## src/rtl/pwm_pkg.sv

```systemverilog
// Shared constants, configuration type and bank address map of the PWM block.
// Assumes at most eight channels and a 12-bit byte address space.
package pwm_pkg;
    localparam int MAX_CH  = 8;
    localparam int CNT_W   = 13;
    localparam int DIV_W   = 3;
    localparam int ALT_DIV = 1625;

    localparam int OFF_CFG = 'h000;
    localparam int OFF_PER = 'h02C;
    localparam int OFF_THR = 'h030;
    localparam int GLB_ADR = 'h000;

    typedef struct packed {
        logic             mode;
        logic             alt;
        logic [DIV_W-1:0] div;
    } ch_cfg_t;

    // Base byte address of a channel's register bank.
    function automatic int bank_base(input int ch);
        case (ch)
            0: return 'h010;
            1: return 'h050;
            2: return 'h090;
            3: return 'h0D0;
            4: return 'h110;
            5: return 'h150;
            6: return 'h190;
            default: return 'h220;
        endcase
    endfunction
endpackage

```

## src/rtl/pwm_tick_gen.sv

```systemverilog
// Per-channel prescaler: picks the clock or clock/ALT_DIV as source pulses,
// then emits one tick every 2^div source pulses. Holds at zero while idle.
module pwm_tick_gen
    import pwm_pkg::*;
#(
    parameter int ALT_N = ALT_DIV,
    parameter int EXP_W = DIV_W
) (
    input  logic             clk,
    input  logic             rst_n,
    input  logic             run,
    input  logic             alt,
    input  logic [EXP_W-1:0] div,
    output logic             tick
);
    localparam int SRC_W = $clog2(ALT_N);
    localparam int POW_W = (1 << EXP_W) - 1;

    logic [SRC_W-1:0] src_cnt;
    logic [POW_W-1:0] pow_cnt;
    logic [POW_W-1:0] mask;
    logic             src_pulse;

    // Derive the source pulse and the terminal count of the binary stage.
    always_comb begin
        src_pulse = !alt || (src_cnt == SRC_W'(ALT_N - 1));
        mask      = POW_W'((32'd1 << div) - 32'd1);
        tick      = run && src_pulse && (pow_cnt >= mask);
    end

    // Advance the fixed divider and the power-of-two divider.
    always_ff @(posedge clk) begin
        if (!rst_n || !run) begin
            src_cnt <= '0;
            pow_cnt <= '0;
        end else begin
            if (alt) src_cnt <= src_pulse ? '0 : src_cnt + 1'b1;
            else     src_cnt <= '0;
            if (src_pulse) pow_cnt <= (pow_cnt >= mask) ? '0 : pow_cnt + 1'b1;
        end
    end


    src_range_chk: assert property (@(posedge clk) disable iff (!rst_n)
        src_cnt < SRC_W'(ALT_N));

    idle_clear_chk: assert property (@(posedge clk) disable iff (!rst_n)
        !run |=> (src_cnt == '0 && pow_cnt == '0));
endmodule

```

## src/rtl/pwm_channel.sv

```systemverilog
// One PWM channel: prescaler, wrap counter with shadowed period/threshold,
// and output compare. Shadow values load while idle and at each wrap.
module pwm_channel
    import pwm_pkg::*;
#(
    parameter int W = CNT_W
) (
    input  logic         clk,
    input  logic         rst_n,
    input  logic         run,
    input  ch_cfg_t      cfg,
    input  logic [W-1:0] per_sh,
    input  logic [W-1:0] thr_sh,
    output logic         pwm
);
    logic [W-1:0] cnt;
    logic [W-1:0] per_act;
    logic [W-1:0] thr_act;
    logic         tick;
    logic         wrap;

    pwm_tick_gen #(.ALT_N(ALT_DIV), .EXP_W(DIV_W)) u_tick (
        .clk  (clk),
        .rst_n(rst_n),
        .run  (run),
        .alt  (cfg.alt),
        .div  (cfg.div),
        .tick (tick)
    );

    // Flag the tick on which the counter returns to zero.
    always_comb wrap = tick && (cnt >= per_act);

    // Count ticks; reload the active period and threshold at wrap or while idle.
    always_ff @(posedge clk) begin
        if (!rst_n) begin
            cnt     <= '0;
            per_act <= '0;
            thr_act <= '0;
        end else if (!run || wrap) begin
            cnt     <= '0;
            per_act <= per_sh;
            thr_act <= thr_sh;
        end else if (tick) begin
            cnt <= cnt + 1'b1;
        end
    end

    // Compare the counter with the active threshold.
    always_comb pwm = run && (cnt < thr_act);


    cnt_bound_chk: assert property (@(posedge clk) disable iff (!rst_n)
        run |-> cnt <= per_act);

    hold_until_wrap_chk: assert property (@(posedge clk) disable iff (!rst_n)
        (run && !wrap) |=> ($stable(per_act) && $stable(thr_act)));

    zero_thr_low_chk: assert property (@(posedge clk) disable iff (!rst_n)
        (run && thr_act == '0) |-> !pwm);

    big_thr_high_chk: assert property (@(posedge clk) disable iff (!rst_n)
        (run && thr_act > per_act) |-> pwm);

    restart_chk: assert property (@(posedge clk) disable iff (!rst_n)
        !run |=> cnt == '0);
endmodule

```

## src/rtl/pwm_regs.sv

```systemverilog
// Register file: global enable word plus one configuration, period and
// threshold register per channel. Reads are combinational; unmapped
// addresses read zero and ignore writes.
module pwm_regs
    import pwm_pkg::*;
#(
    parameter int NUM_CH = MAX_CH,
    parameter int ADDR_W = 12,
    parameter int DATA_W = 32
) (
    input  logic              clk,
    input  logic              rst_n,
    input  logic              wr_en,
    input  logic [ADDR_W-1:0] addr,
    input  logic [DATA_W-1:0] wdata,
    output logic [DATA_W-1:0] rdata,
    output logic [NUM_CH-1:0] glb_en,
    output ch_cfg_t           cfg    [NUM_CH],
    output logic [CNT_W-1:0]  per    [NUM_CH],
    output logic [CNT_W-1:0]  thr    [NUM_CH]
);
    logic              hit_glb;
    logic [NUM_CH-1:0] hit_cfg, hit_per, hit_thr;
    logic              hit_any;

    // Decode the global word address.
    always_comb hit_glb = (addr == ADDR_W'(GLB_ADR));

    for (genvar c = 0; c < NUM_CH; c++) begin : g_bank
        assign hit_cfg[c] = (addr == ADDR_W'(bank_base(c) + OFF_CFG));
        assign hit_per[c] = (addr == ADDR_W'(bank_base(c) + OFF_PER));
        assign hit_thr[c] = (addr == ADDR_W'(bank_base(c) + OFF_THR));

        // Capture writes to this channel's bank.
        always_ff @(posedge clk) begin
            if (!rst_n) begin
                cfg[c] <= '0;
                per[c] <= '0;
                thr[c] <= '0;
            end else if (wr_en) begin
                if (hit_cfg[c]) begin
                    cfg[c].mode <= wdata[15];
                    cfg[c].alt  <= wdata[3];
                    cfg[c].div  <= wdata[DIV_W-1:0];
                end
                if (hit_per[c]) per[c] <= wdata[CNT_W-1:0];
                if (hit_thr[c]) thr[c] <= wdata[CNT_W-1:0];
            end
        end
    end

    // Collect any address hit.
    always_comb hit_any = hit_glb || (|hit_cfg) || (|hit_per) || (|hit_thr);

    // Capture writes to the global enable word.
    always_ff @(posedge clk) begin
        if (!rst_n)                  glb_en <= '0;
        else if (wr_en && hit_glb)   glb_en <= wdata[NUM_CH-1:0];
    end

    // Multiplex the addressed register onto the read bus.
    always_comb begin
        rdata = '0;
        if (hit_glb) rdata[NUM_CH-1:0] = glb_en;
        for (int c = 0; c < NUM_CH; c++) begin
            if (hit_cfg[c]) begin
                rdata[15]         = cfg[c].mode;
                rdata[3]          = cfg[c].alt;
                rdata[DIV_W-1:0]  = cfg[c].div;
            end
            if (hit_per[c]) rdata[CNT_W-1:0] = per[c];
            if (hit_thr[c]) rdata[CNT_W-1:0] = thr[c];
        end
    end


    unmapped_rd_chk: assert property (@(posedge clk) disable iff (!rst_n)
        !hit_any |-> rdata == '0);

    unmapped_wr_chk: assert property (@(posedge clk) disable iff (!rst_n)
        (wr_en && !hit_any) |=> $stable(glb_en));
endmodule

```

## src/rtl/pwm_ctrl_top.sv

```systemverilog
// Top of the PWM block: register file plus NUM_CH channels. A channel runs
// when both its global enable bit and its mode bit are set. NUM_CH <= 8.
module pwm_ctrl_top
    import pwm_pkg::*;
#(
    parameter int NUM_CH = MAX_CH,
    parameter int ADDR_W = 12
) (
    input  logic              clk,
    input  logic              rst_n,
    input  logic              bus_wr_en,
    input  logic [ADDR_W-1:0] bus_addr,
    input  logic [31:0]       bus_wdata,
    output logic [31:0]       bus_rdata,
    output logic [NUM_CH-1:0] pwm_out
);
    logic [NUM_CH-1:0] glb_en;
    ch_cfg_t           cfg [NUM_CH];
    logic [CNT_W-1:0]  per [NUM_CH];
    logic [CNT_W-1:0]  thr [NUM_CH];
    logic [NUM_CH-1:0] run;

    pwm_regs #(.NUM_CH(NUM_CH), .ADDR_W(ADDR_W), .DATA_W(32)) u_regs (
        .clk   (clk),
        .rst_n (rst_n),
        .wr_en (bus_wr_en),
        .addr  (bus_addr),
        .wdata (bus_wdata),
        .rdata (bus_rdata),
        .glb_en(glb_en),
        .cfg   (cfg),
        .per   (per),
        .thr   (thr)
    );

    for (genvar c = 0; c < NUM_CH; c++) begin : g_ch
        assign run[c] = glb_en[c] && cfg[c].mode;

        pwm_channel #(.W(CNT_W)) u_ch (
            .clk   (clk),
            .rst_n (rst_n),
            .run   (run[c]),
            .cfg   (cfg[c]),
            .per_sh(per[c]),
            .thr_sh(thr[c]),
            .pwm   (pwm_out[c])
        );
    end


    mode_gate_chk: assert property (@(posedge clk) disable iff (!rst_n)
        ((glb_en & ~run) & pwm_out) == '0);

    idle_low_chk: assert property (@(posedge clk) disable iff (!rst_n)
        (glb_en == '0) |-> (pwm_out == '0));
endmodule

```

## config.mk

```make
export PLATFORM = sky130hd
export DESIGN_NAME = pwm_ctrl_top
export DESIGN_NICKNAME = d
export VERILOG_FILES = /design/src/rtl/pwm_pkg.sv /design/src/rtl/pwm_tick_gen.sv /design/src/rtl/pwm_channel.sv /design/src/rtl/pwm_regs.sv /design/src/rtl/pwm_ctrl_top.sv
export SDC_FILE = /design/constraint.sdc
export NUM_CORES = 2
export LEC_CHECK = 0
export ABC_AREA = 1
export BUFFER_PORTS_ARGS = -buffer_cell sky130_fd_sc_hd__clkbuf_2
export CORE_ASPECT_RATIO = 1.75
export CORE_MARGIN = 3
export CORE_UTILIZATION = 60
export CTS_CLUSTER_DIAMETER = 150
export DETAILED_ROUTE_END_ITERATION = 8
export MAX_ROUTING_LAYER = met4
export PLACE_DENSITY = 0.77
export SLEW_MARGIN = 20
export SYNTH_ARGS = -nofsm -noshare
export SYNTH_HDL_FRONTEND = slang
export SYNTH_SLANG_ARGS = --single-unit
```

## constraint.sdc

```tcl
create_clock -name clk -period 6.9 [get_ports clk]
set_input_delay 0.69 -clock clk [delete_from_list [all_inputs] [get_ports clk]]
set_output_delay 0.69 -clock clk [all_outputs]
set_load 0.05 [all_outputs]
```

After elaboration in Yosys (flattened, before gate mapping). Cells that the tools add are included.

Register bits: 712. Latch bits: 0. Memory bits (writable): 0. ROM bits: 0. Bits of input ports: 47. Output and inout bits: 40. Memories: 0.

Add/sub/neg operators: 32. Multipliers: 0. Div/mod/pow operators: 0. Magnitude comparators: 24. Eq/ne operators: 32. Shift operators: 8. Mux-type cells: 41. Bitwise logic cells: 9. Reductions and logical operators: 123.

Operators with widths (count): $mux W13 (16); $eq A12 B9 Y1 const B (10); $add A13 B1 Y13 const B (8); $ge A13 B13 Y1 (8); $lt A13 B13 Y1 (8); $add A11 B1 Y11 const B (8); $eq A11 B11 Y1 const B (8); $eq A12 B8 Y1 const B (6); $add A7 B1 Y7 const B (8); $ge A7 B7 Y1 (8); $mux W7 (8); $shl A1 B3 Y7 const A (8); $sub A7 B1 Y7 const B (8); $reduce_and A2 Y1 (24); $logic_and A1 B1 Y1 (41); $eq A12 B10 Y1 const B (3); $eq A12 B7 Y1 const B (3); $mux W4 (8); $logic_or A1 B1 Y1 (24); $reduce_or A3 Y1 (8); $logic_not A1 Y1 (17); $reduce_or A2 Y1 (8); $eq A12 B5 Y1 const B (1); $eq A12 B6 Y1 const B (1); 4 further kinds (19).

Longest topological paths before layout.
Word-level depth: 26. Mapped depth: 33. Mapped depth without buffers: 33.

Hierarchy. From an unflattened synthesis, not the netlist that was laid out.

Cell total of the unflattened synthesis: 5644. Area, all modules: 39693.1 sq um.

Modules (own cells, without submodules): pwm_channel (times used 8, cells each 329, area an instance 2342.2 sq um); pwm_regs (times used 1, cells each 1575, area an instance 11451.0 sq um); pwm_tick_gen (g_ch[0].u_ch.u_tick ...) (times used 7, cells each 178, area an instance 1177.4 sq um); pwm_tick_gen (g_ch[7].u_ch.u_tick) (times used 1, cells each 175, area an instance 1202.4 sq um); pwm_ctrl_top (times used 1, cells each 16, area an instance 60.1 sq um).

Worst setup path after synthesis. OpenSTA, ideal clock, no wires.

Path kind: input -> output. From: input port bus_addr[3]. To: output port bus_rdata[4]. Data arrival time: 3.181 ns. Data required time: 6.210 ns. Setup slack: 3.029 ns. Stages: 25. Cell sequence: nor2_1 > nand2_4 > nor2_8 > nand3_2 > buf_6 > inv_2 > buf_4 > a21oi_1 > o21ai_1 > nor3_1 > nor3_1 > o21ai_1 > nand2_1 > nand2_1 > nand2_1 > nand2_1 > nand2_1 > nand2_1 > nand2_1 > nand2_1 > nand2_1 > nand2_1 > nand2_1 > nand2_1 > a21oi_1.

Word-level cells in the longest chain between the ends: 18. Elaborated cells on any way between the ends: 34. Those cells by class: eq/ne (16); mux (17); reduce/logical (1).

RTL lines: from (decl) (line pwm_ctrl_top.sv:12) `input logic [ADDR_W-1:0] bus_addr,`; $logic_not A12 Y1 (line pwm_regs.sv:27) `always_comb hit_glb = (addr == ADDR_W'(GLB_ADR));`; $mux W8 (line pwm_regs.sv:64) `if (hit_glb) rdata[NUM_CH-1:0] = glb_en;`; $mux W13 (line pwm_regs.sv:71) `if (hit_per[c]) rdata[CNT_W-1:0] = per[c];`; $mux W13 (line pwm_regs.sv:72) `if (hit_thr[c]) rdata[CNT_W-1:0] = thr[c];`; $mux W13 (line pwm_regs.sv:71); $mux W13 (line pwm_regs.sv:72); $mux W13 (line pwm_regs.sv:71); $mux W13 (line pwm_regs.sv:72); [2 not listed]; $mux W13 (line pwm_regs.sv:71); $mux W13 (line pwm_regs.sv:72); $mux W13 (line pwm_regs.sv:71); $mux W13 (line pwm_regs.sv:72); $mux W13 (line pwm_regs.sv:71); $mux W13 (line pwm_regs.sv:72); $mux W13 (line pwm_regs.sv:71); $mux W13 * (line pwm_regs.sv:72); to (decl) (line pwm_ctrl_top.sv:14) `output logic [31:0] bus_rdata,`.

Every way passes the cells marked *; elsewhere a longest branch is shown, timed or not.

Worst setup path in the final report.
From: input port bus_addr[11]. To: output port bus_rdata[4].

Same word-level chain as after synthesis.

==> out/results.tsv <==
stage	metric	value	unit
floorplanning	start_util	60.88	%
synthesis	synth_async_sr_flop_share	0	%
route	antenna_left	0	
clock_network	cts_tree	built	
clock_network	ctsRootBufferMaster	clkbuf_16	
route	first_pass_iters	6	
synthesis	synth.top_cell.area_share	39.35	%
route	drt-total-wl	95.70	mm
setup_path	cp-start-kind	primary input	
route	vias_per_cell	5.554	
floorplanning	boundaryPins	87	
placement	dp_hpwl	69.52	mm
global_routing	overflow	0	
timing	max_slew_margin	29.48	%
floorplanning	dieArea	0.06347	mm2
final_layout	final_common_cell	inv_1	
clock_network	clock_sinks	712	
clock_network	clk_pin_slew_worst_paths	60	ps
clock_network	hold_buffers	0	
timing	tns	0	ps
setup_path	required	6210	ps
setup_path	crit_buf_inv	5	
run_status	status	finished, final reports clean	
route	drc_errors	0	
setup_path	critical_path_peak_fanout	21	
global_routing	grt_max_degree	176	
timing	timing.final.crit_period	5099	ps
setup_path	path_delay_family	simple AND/OR/NAND/NOR gates	
final_layout	design_area	0.03911	mm2
global_routing	track_usage	30.64	%
synthesis	synthDistinctLibCells	60	
power_and_ir_drop	power.total	8.300	mW
global_routing	antenna_found_initial	0	
floorplanning	die_h	331.0	um
clock_network	cts_buffer_depth	3	
setup_path	path_common_cell	nand2_1	
synthesis	synth_top_area_cell	dfxtp_1	
global_routing	grtUsageMet3	3.326	%
final_layout	syn_to_final_growth	7.962	%
global_routing	grt_pass1_vias	29280	
setup_path	crit_slowest_cell	nor2_4	
clock_network	numCtsBuffers	68	
timing	hold_viol	0	
synthesis	syn_inst	4908	
power_and_ir_drop	p_leak	15.45	nW
timing	drv_slew	0	
route	num_vias	31610	
clock_network	post-cts-setup-buffers	0	
setup_path	crit_type	primary input to primary output	
synthesis	synth.area.top_cells	dfxtp_1, ha_1, a21oi_1	
clock_network	post_cts_resized	0	
synthesis	yosys_warnings	0	
setup_path	cpPeakStageDelay	520	ps
synthesis	ys_ff_latch	712	
route	routedWlPerCell	16.82	um
synthesis	seq_area_frac_synth	39.35	%
route	drt-initial-drc-count	2186	
timing	rsz0062_at_grt	false	
global_routing	grtUsageMet2	52.77	%
power_and_ir_drop	ir_worst_vdd	0.2392	mV
power_and_ir_drop	power.density	212.2	mW/mm2
flow_run	maxCapViolations	0	
placement	gp_congestion	0.9969	
timing	worstMarginPinSlew	1055	ps
synthesis	netlist_area	0.03622	mm2
final_layout	final_cell_mix	inv_1, dfxtp_1, a21oi_1	
setup_path	cp-end-kind	primary output	
placement	placed_area	0.03674	mm2
timing	finClkSkew	11.80	ps
floorplanning	core	0.05950	mm2
min_path	hold_path_class	flop to flop	
timing	fin_crit_sh	73.90	%
clock_network	clk_latency	620	ps
clock_network	cts_max_level	3	
final_layout	post_route_cells_drive_above_1_share	5.764	%
synthesis	synth_edf_count	0	
global_routing	grt_pass1_wl	151.1	mm
global_routing	busiest_layer	met2	
timing	setup_ws	1801	ps
timing	maxClockFrequency	196.1	MHz
final_layout	fin_nets	5193	
placement	detailedPlace.worstSlack	1874	ps
global_routing	use_met1	35.25	%
synthesis	synthFlopType	dfxtp_1	
setup_path	worstPathArrival	4410	ps
floorplanning	die_w	191.7	um
placement	portBuffers	50	
timing	setup_viol	0	
final_layout	fillerInstances	5301	
floorplanning	fp-row-count	118	
synthesis	avgSynthCellArea	7.380	um2
## state kept, by name (all words and copies together), names as in the netlist
| name | cells |
|---|---|
| u_regs.glb_en | 8 |
| u_regs.cfg | 40 |
| g_ch.u_ch.u_tick.pow_cnt | 56 |
| g_ch.u_ch.thr_act | 104 |
| g_ch.u_ch.per_act | 104 |
| g_ch.u_ch.u_tick.src_cnt | 88 |
| g_ch.u_ch.cnt | 104 |
| u_regs.per | 104 |
| u_regs.thr | 104 |
## Yosys cell counts (all sizes together) (19+ instances only)
| library cell | n |
|---|---|
| a21oi | 708 |
| a31oi | 25 |
| buf | 45 |
| clkbuf | 164 |
| dfxtp | 712 |
| ha | 288 |
| inv | 823 |
| nand2 | 682 |
| nand3 | 100 |
| nand4 | 91 |
| nor2 | 266 |
| nor3 | 95 |
| nor3b | 43 |
| o211ai | 25 |
| o21a | 19 |
| o21ai | 641 |
| xnor2 | 19 |
| xor2 | 44 |
## kinds of logic after synthesis
logic type               synth area share, %
flip-flops                             39.35
buffers and inverters                  11.19
AND/OR/NAND/NOR                        16.36
other                                0.01035
XOR/XNOR                               1.523
adder cells (fa/ha/maj)                9.949
AO/OA/AOI/OAI                          21.62
## final cells by class
cell class,count,area [um2],area share (%)
Tap cell,780,975.9,2.496
Multi-Input combinational cell,3177,17990,45.99
Clock buffer,96,2013,5.148
Antenna cell,1,2.502,0.006399
Clock inverter,26,342.8,0.8767
Timing Repair Buffer,72,425.4,1.088
Sequential cell,712,14250,36.45
Inverter,827,3105,7.941
## where the power goes
part / total, mW / switching [mW] / leakage [nW] / internal [mW]
Sequential: 4.11 / 0.000266 / 5.73 / 4.11
Clock: 3.99 / 1.65 / 1.16 / 2.34
Combinational: 0.200 / 0.164 / 8.55 / 0.0359
## path summary, 6_finish.rpt
path,slack (ps),start,cells after the start,endpoint
worst max-delay path,1800,bus_addr[11],27,bus_rdata[4]
worst min-delay path,440,g_ch[1].u_ch.u_tick.src_cnt[0],1,g_ch[1].u_ch.u_tick.src_cnt[0]
worst max register to register,3220,u_regs.cfg[21],16,g_ch[3].u_ch.per_act[5]
worst min register to register,440,g_ch[1].u_ch.u_tick.src_cnt[0],1,g_ch[1].u_ch.u_tick.src_cnt[0]
## layer usage
| metal | vias to the layer above | part of all wire, % |
|---|---|---|
| li1 | 16120 | - |
| met3 | 220 | 4.9 |
| met5 | - | 0 |
| met1 | 14480 | 41 |
| met4 | 0 | 5.3 |
| met2 | 782 | 49 |
## through the flow
stage | std cells | utilization (%) | hold slack, ps
2_1_floorplan | 4925 | - | 417.3
6_report | 5691 | 65.72 | 443.6
5_1_grt | 5690 | 65.72 | 473.5
4_1_cts | 5690 | 65.71 | 448.6
3_5_place_dp | 5568 | 61.76 | 437.6
3_3_place_gp | 5568 | 61.76 | 430.3
Power figures use the tool's default switching activity.
